## config.mk

```make
export PLATFORM = sky130hd
export DESIGN_NAME = fc_trigger
export DESIGN_NICKNAME = d
export VERILOG_FILES = /design/src/rtl/fc_trigger_pkg.sv /design/src/rtl/fc_jam_gen.sv /design/src/rtl/fc_pause_req.sv /design/src/rtl/fc_pause_timer.sv /design/src/rtl/fc_trigger.sv
export SDC_FILE = /design/constraint.sdc
export NUM_CORES = 1
export LEC_CHECK = 0
export ABC_AREA = 1
export BUFFER_PORTS_ARGS = -buffer_cell sky130_fd_sc_hd__buf_4
export CAP_MARGIN = 40
export CORE_ASPECT_RATIO = 0.9
export CORE_MARGIN = 3
export CORE_UTILIZATION = 42
export DETAILED_ROUTE_END_ITERATION = 6
export PLACE_DENSITY_LB_ADDON = 0.15
export RECOVER_POWER = 100
export SETUP_SLACK_MARGIN = 0.3
export SLEW_MARGIN = 25
export SYNTH_ARGS = -nofsm -noshare
export SYNTH_HDL_FRONTEND = slang
export SYNTH_SLANG_ARGS = --single-unit
export TNS_END_PERCENT = 5
```

## constraint.sdc

```tcl
create_clock -name clk_i -period 1.6 [get_ports clk_i]
set_input_delay 0.24 -clock clk_i [delete_from_list [all_inputs] [get_ports clk_i]]
set_output_delay 0.24 -clock clk_i [all_outputs]
set_load 0.03 [all_outputs]
```

## src/rtl/fc_trigger_pkg.sv

```systemverilog
package fc_trigger_pkg;
  localparam logic [47:0] PauseDa      = 48'h0180_C200_0001;
  localparam logic [15:0] PauseType    = 16'h8808;
  localparam logic [15:0] PauseOpcode  = 16'h0001;
  localparam logic [7:0]  PreByte      = 8'h55;
  localparam logic [7:0]  SfdByte      = 8'hD5;
  localparam logic [7:0]  JamByte      = 8'h99;
  localparam logic [7:0]  IdleByte     = 8'h00;
  // header bytes before pad: DA + SA + type + opcode + time
  localparam int unsigned PauseHdrLen  = 18;

  typedef enum logic [1:0] {PH_PRE, PH_SFD, PH_JAM} jam_phase_e;
endpackage

```

## src/rtl/fc_jam_gen.sv

```systemverilog
module fc_jam_gen
  import fc_trigger_pkg::*;
#(
  parameter int unsigned PRE_LEN = 7,
  parameter int unsigned JAM_LEN = 4
) (
  input  logic       clk_i,
  input  logic       rst_ni,
  input  logic       start_i,
  output logic       en_o,
  output logic [7:0] byte_o
);
  localparam int unsigned Total = PRE_LEN + 1 + JAM_LEN;
  localparam int unsigned CntW  = $clog2(Total);

  logic            active_q;
  logic [CntW-1:0] cnt_q;
  jam_phase_e      phase;

  always_ff @(posedge clk_i or negedge rst_ni) begin
    if (!rst_ni) begin
      active_q <= 1'b0;
      cnt_q    <= '0;
    end else if (!active_q) begin
      if (start_i) begin
        active_q <= 1'b1;
        cnt_q    <= '0;
      end
    end else if (cnt_q == CntW'(Total - 1)) begin
      active_q <= 1'b0;
    end else begin
      cnt_q <= cnt_q + 1'b1;
    end
  end

  always_comb begin
    if (cnt_q < CntW'(PRE_LEN))       phase = PH_PRE;
    else if (cnt_q == CntW'(PRE_LEN)) phase = PH_SFD;
    else                              phase = PH_JAM;
  end

  always_comb begin
    if (!active_q) byte_o = IdleByte;
    else begin
      unique case (phase)
        PH_PRE:  byte_o = PreByte;
        PH_SFD:  byte_o = SfdByte;
        default: byte_o = JamByte;
      endcase
    end
  end

  assign en_o = active_q;
endmodule

```

## src/rtl/fc_pause_req.sv

```systemverilog
module fc_pause_req #(
  parameter int unsigned TW = 16
) (
  input  logic          clk_i,
  input  logic          rst_ni,
  input  logic          fire_i,
  input  logic          ack_i,
  input  logic [TW-1:0] time_i,
  output logic          req_o,
  output logic [TW-1:0] time_o
);
  logic          req_q;
  logic [TW-1:0] time_q;

  always_ff @(posedge clk_i or negedge rst_ni) begin
    if (!rst_ni) begin
      req_q  <= 1'b0;
      time_q <= '0;
    end else if (fire_i) begin
      req_q  <= 1'b1;
      time_q <= time_i;
    end else if (ack_i) begin
      req_q  <= 1'b0;
    end
  end

  assign req_o  = req_q;
  assign time_o = time_q;
endmodule

```

## src/rtl/fc_pause_timer.sv

```systemverilog
module fc_pause_timer #(
  parameter int unsigned QW      = 16,
  parameter int unsigned CYC_PER_Q = 64
) (
  input  logic          clk_i,
  input  logic          rst_ni,
  input  logic          load_i,
  input  logic [QW-1:0] quanta_i,
  output logic          active_o
);
  localparam int unsigned SubW = (CYC_PER_Q > 1) ? $clog2(CYC_PER_Q) : 1;
  localparam logic [SubW-1:0] SubMax = SubW'(CYC_PER_Q - 1);

  logic [QW-1:0]   quanta_q;
  logic [SubW-1:0] sub_q;

  always_ff @(posedge clk_i or negedge rst_ni) begin
    if (!rst_ni) begin
      quanta_q <= '0;
      sub_q    <= '0;
    end else if (load_i) begin
      quanta_q <= quanta_i;
      sub_q    <= SubMax;
    end else if (quanta_q != '0) begin
      if (sub_q == '0) begin
        quanta_q <= quanta_q - 1'b1;
        sub_q    <= SubMax;
      end else begin
        sub_q <= sub_q - 1'b1;
      end
    end
  end

  assign active_o = (quanta_q != '0);
endmodule

```

## src/rtl/fc_trigger.sv

```systemverilog
module fc_trigger
  import fc_trigger_pkg::*;
#(
  parameter int unsigned PRE_LEN   = 7,
  parameter int unsigned JAM_LEN   = 4,
  parameter int unsigned QW        = 16,
  parameter int unsigned CYC_PER_Q = 64,
  parameter int unsigned MIN_FRAME = 60
) (
  input  logic          clk_i,
  input  logic          rst_ni,
  input  logic          full_duplex_i,
  input  logic          bp_frame_en_i,
  input  logic          bp_ovf_en_i,
  input  logic          pause_gen_en_i,
  input  logic          rx_frame_i,
  input  logic          rx_ovf_i,
  input  logic [QW-1:0] pause_time_i,
  input  logic          pause_ack_i,
  input  logic          rx_pause_vld_i,
  input  logic [QW-1:0] rx_pause_quanta_i,
  input  logic          tx_busy_i,
  output logic          jam_en_o,
  output logic [7:0]    jam_byte_o,
  output logic          pause_req_o,
  output logic [47:0]   pause_da_o,
  output logic [15:0]   pause_type_o,
  output logic [15:0]   pause_opcode_o,
  output logic [QW-1:0] pause_time_o,
  output logic [7:0]    pause_pad_o,
  output logic          tx_hold_o
);
  localparam int unsigned PadLen = MIN_FRAME - PauseHdrLen;

  logic ovf_q, ovf_rise, jam_start, pause_fire, pause_load, pause_active;

  always_ff @(posedge clk_i or negedge rst_ni) begin
    if (!rst_ni) ovf_q <= 1'b0;
    else         ovf_q <= rx_ovf_i;
  end

  assign ovf_rise   = rx_ovf_i & ~ovf_q;
  assign jam_start  = ~full_duplex_i & ((bp_frame_en_i & rx_frame_i) | (bp_ovf_en_i & ovf_rise));
  assign pause_fire = full_duplex_i & pause_gen_en_i & ovf_rise;
  assign pause_load = full_duplex_i & rx_pause_vld_i;

  fc_jam_gen #(.PRE_LEN(PRE_LEN), .JAM_LEN(JAM_LEN)) u_jam (
    .clk_i, .rst_ni,
    .start_i (jam_start),
    .en_o    (jam_en_o),
    .byte_o  (jam_byte_o)
  );

  fc_pause_req #(.TW(QW)) u_req (
    .clk_i, .rst_ni,
    .fire_i  (pause_fire),
    .ack_i   (pause_ack_i),
    .time_i  (pause_time_i),
    .req_o   (pause_req_o),
    .time_o  (pause_time_o)
  );

  fc_pause_timer #(.QW(QW), .CYC_PER_Q(CYC_PER_Q)) u_timer (
    .clk_i, .rst_ni,
    .load_i   (pause_load),
    .quanta_i (rx_pause_quanta_i),
    .active_o (pause_active)
  );

  assign pause_da_o     = PauseDa;
  assign pause_type_o   = PauseType;
  assign pause_opcode_o = PauseOpcode;
  assign pause_pad_o    = 8'(PadLen);
  // hold gates frame starts only; a running frame masks it
  assign tx_hold_o      = pause_active & ~tx_busy_i;
endmodule

```

Word-level counts from Yosys, hierarchy flattened
Cells that the tools add are included.
{"block": "word_totals", "register_bits": 45, "output_inout_bits": 115, "inputBits": 43, "wordCells": 54}
{"block": "classes", "n_reduce_logical": 9, "order_cmp": 1, "n_eq_ne": 4, "muxes": 18, "n_addsub": 3, "bitwise": 12}
{"cell": "16-bit two-way mux", "count": 3}
{"cell": "6-bit two-way mux", "count": 3}
{"cell": "8-bit case mux with 2 select lines", "count": 1}
{"cell": "16-bit nonzero test", "count": 1}
{"cell": "16-bit by 1-bit subtractor with 16-bit output (second input constant)", "count": 1}
{"cell": "4-bit two-way mux", "count": 3}
{"cell": "1-bit bitwise AND", "count": 8}
{"cell": "8-bit two-way mux", "count": 1}
{"cell": "2-bit nonzero test", "count": 4}
{"cell": "6-bit zero test", "count": 1}
{"cell": "6-bit by 1-bit subtractor with 6-bit output (second input constant)", "count": 1}
{"cell": "1-bit two-way mux", "count": 5}
{"cell": "4-bit by 1-bit adder with 4-bit output (second input constant)", "count": 1}
{"cell": "4-bit by 3-bit == test with 1-bit output (second input constant)", "count": 1}
{"cell": "4-bit == test (second input constant)", "count": 1}
{"cell": "4-bit by 3-bit < comparator with 1-bit output (second input constant)", "count": 1}
{"cell": "2-bit two-way mux", "count": 2}
{"cell": "2-bit AND reduction", "count": 2}
{"cell": "1-bit NOT", "count": 3}
{"cell": "2-bit by 1-bit == test with 1-bit output (second input constant)", "count": 1}
{"cell": "2-bit zero test", "count": 1}
{"cell": "2-bit != test (second input constant)", "count": 1}
{"cell": "1-bit OR", "count": 1}

Logic depth before layout (Yosys ltp)
Gate-level depths: netlist of run 1.
{"block": "depth", "depth_word": 7, "depth_mapped": 10}

Hierarchy
From an unflattened synthesis of run 1, not the netlist that was laid out.
{"block": "unflattened", "hier_cells": 455, "hier_area_um2": 3362.0}
{"mod": "fc_pause_timer", "seq_area_each_um2": 550.5, "n_inst": 1, "area_each_um2": 1627.8, "cells_per_inst": 243}
{"mod": "fc_trigger", "seq_area_each_um2": 25.0, "n_inst": 1, "area_each_um2": 745.7, "cells_per_inst": 102}
{"mod": "fc_pause_req", "seq_area_each_um2": 425.4, "n_inst": 1, "area_each_um2": 675.6, "cells_per_inst": 72}
{"mod": "fc_jam_gen", "seq_area_each_um2": 125.1, "n_inst": 1, "area_each_um2": 312.8, "cells_per_inst": 38}

Worst setup path after synthesis of run 1
OpenSTA, ideal clock, no wires.
{"block": "synth_path", "path_kind": "reg2out", "from": "register u_jam.active_q (netlist: u_jam.en_o)", "to": "output port jam_byte_o[6]", "path_slack_ns": -0.058, "arrival_time_ns": 1.418, "required_time_ns": 1.360, "stages_incl_launch_ff": 4, "path_buffers": 1, "path_cell_list": "dfrtp_1 inv_1 nor2_1 buf_4"}
{"block": "synth_between", "elab_chain_cells": 1}
{"element": "from (decl)", "line": "fc_jam_gen.sv:16", "rtl": "logic active_q;"}
{"element": "from (signal assigned)", "line": "fc_jam_gen.sv:22", "rtl": "active_q <= 1'b0;"}
{"element": "from (signal assigned)", "line": "fc_jam_gen.sv:26", "rtl": "active_q <= 1'b1;"}
{"element": "from (signal assigned)", "line": "fc_jam_gen.sv:30", "rtl": "active_q <= 1'b0;"}
{"element": "8-bit two-way mux", "line": "fc_jam_gen.sv:43", "rtl": "if (!active_q) byte_o = IdleByte;"}
{"element": "to (decl)", "line": "fc_trigger.sv:24", "rtl": "output logic [7:0] jam_byte_o,"}
No other way between the ends.

Worst setup path in the final report of run 1
{"block": "layout_path", "from": "register u_timer.quanta_q[6]", "to": "output port tx_hold_o"}
{"block": "layout_between", "elab_chain_cells": 2}
{"element": "from (decl)", "line": "fc_pause_timer.sv:14", "rtl": "logic [QW-1:0] quanta_q;"}
{"element": "from (signal assigned)", "line": "fc_pause_timer.sv:22", "rtl": "quanta_q <= quanta_i;"}
{"element": "from (signal assigned)", "line": "fc_pause_timer.sv:26", "rtl": "quanta_q <= quanta_q - 1'b1;"}
{"element": "16-bit nonzero test", "line": "fc_pause_timer.sv:34", "rtl": "assign active_o = (quanta_q != '0);"}
{"element": "1-bit bitwise AND", "line": "fc_trigger.sv:75", "rtl": "assign tx_hold_o = pause_active & ~tx_busy_i;"}
{"element": "to (decl)", "line": "fc_trigger.sv:31", "rtl": "output logic tx_hold_o"}
No other way between the ends.

==> results.md, run 1 <==
- Outcome: finished, violations left
- Failing checks: setup timing
- Vias in the first global route: ~2400
- Most instantiated library cell after synthesis: nand2_1
- Worst Hold Class: in2reg
- Max IR drop VDD: approximately 0.85 mV
- Synthesized area: between 0.003 and 0.004 mm²
- Unrepaired setup endpoints after global routing: true
- Multi-input gate area: about 0.0017 mm²
- Initial Util: 0.444
- Crit start category: flip-flop
- DIE WIDTH: ~98 µm
- Fin util: 0.531
- Max-cap violations: 0
- Core area: a little over 0.007 mm²
- P per Cell Area: 1270 mW/mm²
- GR Util All Layers: 0.149
- Setup TNS: -0.0547 ns
- Crit path cell chain: nor2_2, nand2_2, nor2_4, buf_6, a21oi_4, buf_6
- Area after DPL: 0.00357 mm²
- Drt pass-1 iters: 4
- Tightest Pin Transition: ~1.0 ns
- Post-route ant nets: 0
- Clock skew: 0.00955 ns
- Slew HR: 0.331
- Final Max Slew Viols: 0
- Largest cells by area after synthesis: dfrtp_1 35%, buf_4 22%, nand2_1 12%
- CP most frequent cell: buf_6
- Async S/R FF share, synth: 1.00
- WL final: around 6900 µm
- First-pass GRT wire length: between 10000 and 15000 µm
- Syn. warnings: 0
- Total grt overflow: 0
- Post-synth top area cell: dfrtp_1
- Crit path DAT: between 1 and 1.5 ns
- Layout area overhead: 19.7%
- Die Y: roughly 89 µm
- Clk sinks: 45
- H-tree depth: 2
- Filler Cell Count: 740
- DP HPWL: slightly below 5000 µm
- Routed len/inst: ~11 µm
- Final period utilization: 1.03
- Clock transition at path regs: around 0.1 ns
- Fin crit period: approximately 1.7 ns
- Post-synth top flop: dfrtp_1
- Final Power: slightly below 5 mW
- Nets@finish: about 560
- Worst hold slack: slightly below 0.08 ns
- Final setup margin: -0.0547 ns
- Initial antenna violation count: 0
- Syn Inst Count: around 410
- Final setup fails: 1
- Post-synth top area share: 0.351
- LEAKAGE: between 2 and 2.5 nW
- Place WS: about 0.084 ns
- IO Pins: about 160
- Post-synth cell types: 28
- CTS root buffer: clkbuf_8
- Via density: between 4 and 5
- CTS tree: yes
- Routability Congestion: between 0.8 and 0.9
- Worst EP required: about 1.4 ns
- Fin. Hold Viols: 0
- Critical path endpoint category: primary output
- Highest clock rate: 604 MHz
- DRC viols: 0
- Die area: slightly below 0.009 mm²
- Vias: around 2600
- CP Class: reg2out
- FF/Latch Area: 0.00113 mm²
- Avg Synthesized Cell Area: about 7.7 µm²
- Share of cells above drive strength 1: 0.252
- Synth Register Bits: 45
- Pin count of the biggest net entering global routing: 46
- Violation count after the first detailed-route iteration: between 70 and 80
- Crit-path max cell delay: 0.45 ns
- Max Buffers Root-to-Sink: 2
- Post-synth EDFFs: 0
- Design Area, Final: 0.00384 mm²
- Inst Count DP: 579
- Clk_lat worst skew: ~0.30 ns
- Post-synth top cells: 100 x nand2_1, 94 x buf_4, 45 x dfrtp_1
- Critical path peak fanout: 4
- Slowest-stage cell, CP: dfrtp_2
- Antenna fix cells: 0
- Non-filler cells, final: about 600
- CTS buffer count: 5
- Rows: 29
- Register area share after synthesis: 0.351
- Buffers added on ports: 67
==> timing repair <==
action / in CTS / in global routing
setup endpoints to repair: 43 / 47
gates resized for setup: 18 / 44
buffers inserted: 7 / 6
hold buffers: 1 / 0
endpoints found under the hold margin: 45 / 0
pin swaps: 7 / 13
cloned: 0 / 3
==> where the power goes <==
part | switching [mW] | internal (mW) | leakage [nW]
clock network | 0.431 | 0.477 | 0.0591
logic | 1.53 | 0.772 | 1.44
registers | 0.241 | 1.43 | 0.533
==> per-layer routing <==
metal	vias up	wire length [µm]	GRT usage
met5	-	0	0
met4	0	42	0.0264
met1	1215	2930	0.193
li1	1311	-	-
met3	6	491	0.0394
met2	90	3400	0.257
==> final timing paths <==
path | cells after the start | from | slack (ns) | endpoint
setup reg to reg | 8 | u_timer.quanta_q[6] | 0.07 | u_timer.quanta_q[15]
setup / recovery | 6 | u_timer.quanta_q[6] | -0.05 | tx_hold_o
hold / removal | 1 | rx_ovf_i | 0.08 | ovf_q
max in group asynchronous | 2 | rst_ni | 0.28 | u_timer.quanta_q[7]
hold reg to reg | 1 | u_req.time_o[7] | 0.50 | u_req.time_o[7]
min in group asynchronous | 2 | rst_ni | 0.64 | u_jam.en_o
==> critical path, delay by kind of cell (launching register included) <==
| kind | cells | cell delay, ns |
|---|---|---|
| AO/OA/AOI/OAI | 1 | 0.05 |
| buffers and inverters | 2 | 0.25 |
| flip-flops | 1 | 0.45 |
| AND/OR/NAND/NOR | 3 | 0.37 |
==> flip-flops by register name, indices dropped and copies added, names as in the netlist <==
name,count
u_req.time_o,16
u_timer.quanta_q,16
u_timer.sub_q,6
u_jam.cnt_q,4
ovf_q,1
u_jam.en_o,1
u_req.req_o,1
==> logic make-up (layout without fill, tap and decap cells) <==
group	Yosys count	after routing	synth area share
XOR/XNOR	4	4	0.0109
buffers and inverters	134	142	0.271
AND/OR/NAND/NOR	173	174	0.235
flip-flops	45	45	0.351
other	2	90	0.00234
AO/OA/AOI/OAI	36	36	0.0574
adder cells (fa/ha/maj)	4	4	0.0156
multiplexers	16	16	0.0562
==> layout make-up <==
type | count | area share
sequential | 45 | 0.295
inverter | 34 | 0.0372
timing repair inverter | 2 | 0.00457
tap | 93 | 0.0303
clock buffer | 5 | 0.0179
clock inverter | 3 | 0.0124
timing repair buffer | 98 | 0.172
multi-input combinational | 324 | 0.431
==> layout by cell type (no fill, tap or decap), drive strengths merged <==
| cell type | count |
|---|---|
| bufinv | 1 |
| o21ai | 28 |
| conb | 90 |
| clkinv | 1 |
| nand2 | 102 |
| mux2 | 16 |
| ha | 4 |
| dfrtp | 45 |
| nor2 | 35 |
| nor3b | 1 |
| or2 | 3 |
| dlygate4sd3 | 1 |
| nand4 | 3 |
| buf | 73 |
| nand3 | 29 |
| clkbuf | 29 |
| inv | 37 |
| a21oi | 8 |
| nor3 | 1 |
| xor2 | 4 |
Power figures use the tool's default switching activity.
==> run 2: changes to the inputs <==
- clock period: 1.6 -> 1.5 ns (I/O delays scaled with it)
==> run 2 against run 1 <==
The flow still finishes with violations (setup timing); count of clock-buffer cells in the layout unchanged; worst hold slack got worse by 0.023 ns; via count decreased by 0.38%; critical endpoint unchanged; highest routed layer unchanged.
==> results.md, run 2 (synthesis gave the netlist of run 1 again) <==
- Post-route ant nets: 0 (unchanged)
- Clk_lat worst skew: 0.31 ns (about the same)
- H-tree depth: 2 (unchanged)
- Vias: 2612 (-0.38%)
- Clock skew: 0.00938 ns (-0.000169 ns)
- Die Y: 88.9 µm (unchanged)
- Critical path endpoint category: primary output
- Core area: 0.00722 mm² (unchanged)
- CTS tree: yes
- Failing checks: setup timing
- Setup crit start: u_timer.quanta_q[1]
- Filler Cell Count: 712 (-3.8%)
- Slew HR: 0.324 (-0.00722)
- Pin count of the biggest net entering global routing: 46 (unchanged)
- Fin. Hold Viols: 0 (unchanged)
- CP Class: reg2out
- Die area: 0.00872 mm² (unchanged)
- Min-Delay Startpoint: rx_ovf_i
- Buffers added on ports: 67 (unchanged)
- CTS buffer count: 5 (unchanged)
- Most frequent cells in the layout: 94 x nand2_1, 90 x conb_1, 70 x buf_4
- Clk sinks: 45 (unchanged)
- LEAKAGE: 2.17 nW (+6.5%)
- Max Buffers Root-to-Sink: 2 (unchanged)
- Worst EP required: 1.27 ns (-0.09 ns)
- Critical path peak fanout: 2 (-2)
- Nets@finish: 559 (+0.36%)
- Final setup margin: -0.146 ns (-0.0913 ns)
- Crit path DAT: 1.42 ns (about the same)
- Outcome: finished, violations left
- Highest clock rate: between 600 and 700 MHz
- Place WS: -0.0716 ns (-0.156 ns)
- Violation count after the first detailed-route iteration: 95 (+34%)
- Clock transition at path regs: 0.09 ns (about the same)
- Unrepaired setup endpoints after global routing: true
- Antenna fix cells: 0 (unchanged)
- DIE WIDTH: 98.1 µm (unchanged)
- Vias in the first global route: 2452 (+1.9%)
- Crit start category: flip-flop
- Final Max Slew Viols: 0 (unchanged)
- Max IR drop VDD: 1.13 mV (+33%)
- Max-cap violations: 0 (unchanged)
- Share of cells above drive strength 1: 0.290 (+0.0380)
- Initial antenna violation count: 0 (unchanged)
- P per Cell Area: 1400 mW/mm² (+10%)
- Drt pass-1 iters: 5 (+1)
- Total grt overflow: 0 (unchanged)
- Layout area overhead: 24.1%
- Via density: 4.31 (-0.71%)
- GR Util All Layers: 0.158 (+0.00906)
- CTS root buffer: clkbuf_8
- Final setup fails: 2 (+1)
- IO Pins: 158 (unchanged)
- Initial Util: 0.444 (unchanged)
- Fin util: 0.551 (+0.0196)
- DRC viols: 0 (unchanged)
- DP HPWL: 5200 µm (+4.8%)
- Reg2Reg Launch Point: u_timer.quanta_q[1]
- Commonest non-fill, non-tap cell in the layout: nand2_1
- Worst Hold Class: in2reg
- WL final: 7000 µm (+1.9%)
- Rows: 29 (unchanged)
- Fin crit period: about 1.6 ns
- First-pass GRT wire length: 11100 µm (+3.3%)
- Tightest Pin Transition: 1.01 ns (+0.0108 ns)
- Routed len/inst: 11.5 µm (+1.6%)
- Routability Congestion: 0.837 (-6.9%)
- Final period utilization: 1.10
==> run 2: changes by cell type in the layout (fill, tap and decap cells not counted), moves of 3 or more <==
cell      previous run  this run
buf_6                3        12
clkbuf_1            21        17
mux2_4               0        16
o21ai_1              4         8
inv_6                4         1
mux2_1              16         0
o21ai_0             22        18
==> run 2: report_power, final <==
part	internal, mW	switching [mW]
Sequential	1.53	0.278
Combinational	1.02	1.64
Clock	0.671	0.441
==> run 2: worst paths after layout <==
check | endpoint | slack (ns) | cells past startpoint
worst max-delay path | tx_hold_o | -0.15 | 7
worst min-delay path | ovf_q | 0.05 | 1
worst max register to register | u_timer.quanta_q[15] | 0 | 9
worst min register to register | u_req.time_o[13] | 0.51 | 1
max in group asynchronous | u_jam.cnt_q[3] | 0.19 | 2
min in group asynchronous | u_timer.quanta_q[7] | 0.62 | 2
==> run 2: worst max-delay path: stages, from the launching register on <==
cell	delay (ns)
dfrtp_1	0.40
inv_2	0.09
ha_4	0.15
nand3_4	0.08
nor2_4	0.11
buf_6	0.11
a21oi_4	0.04
buf_6	0.13
==> run 2: metal layers <==
layer	vias to the layer above	part of all wire	global-route usage
met2	93	0.49	0.278
met1	1199	0.42	0.190
met5	-	0	0
met4	0	0.0090	0.0440
met3	7	0.075	0.0496
li1	1313	-	-
==> run 2: stage by stage <==
| step | instance area (µm²) | power [mW] | hold slack, ns | TNS, ns | instances |
|---|---|---|---|---|---|
| floorplan | 3570 | 3.67 | -0.0706 | 0 | 502 |
| global placement | 3600 | 4.14 | 0.278 | 0 | 583 |
| detailed placement | 3600 | 4.19 | 0.276 | -0.152 | 583 |
| CTS | 3890 | 5.50 | 0.0163 | -0.229 | 597 |
| global route | 3980 | 6.01 | 0.0399 | -3.00 | 606 |
| finish | 3980 | 5.58 | 0.0540 | -0.148 | 606 |
==> run 2: layout make-up <==
cell class	count	area, µm²	area share
inverters	34	138	0.0346
clock inverters	3	68.8	0.0173
multi-input cells	323	1700	0.428
flip-flops and latches	45	1130	0.284
well taps	93	116	0.0293
repair buffers	103	752	0.189
clock buffers	5	68.8	0.0173
==> run 2: repair_timing <==
| action | CTS | global route |
|---|---|---|
| resized for setup | 33 | 35 |
| hold buffers | 1 | 0 |
| endpoints found under the hold margin | 45 | 0 |
| pin swaps | 7 | 12 |
| endpoints found under the setup margin | 44 | 49 |
| setup buffers | 5 | 9 |
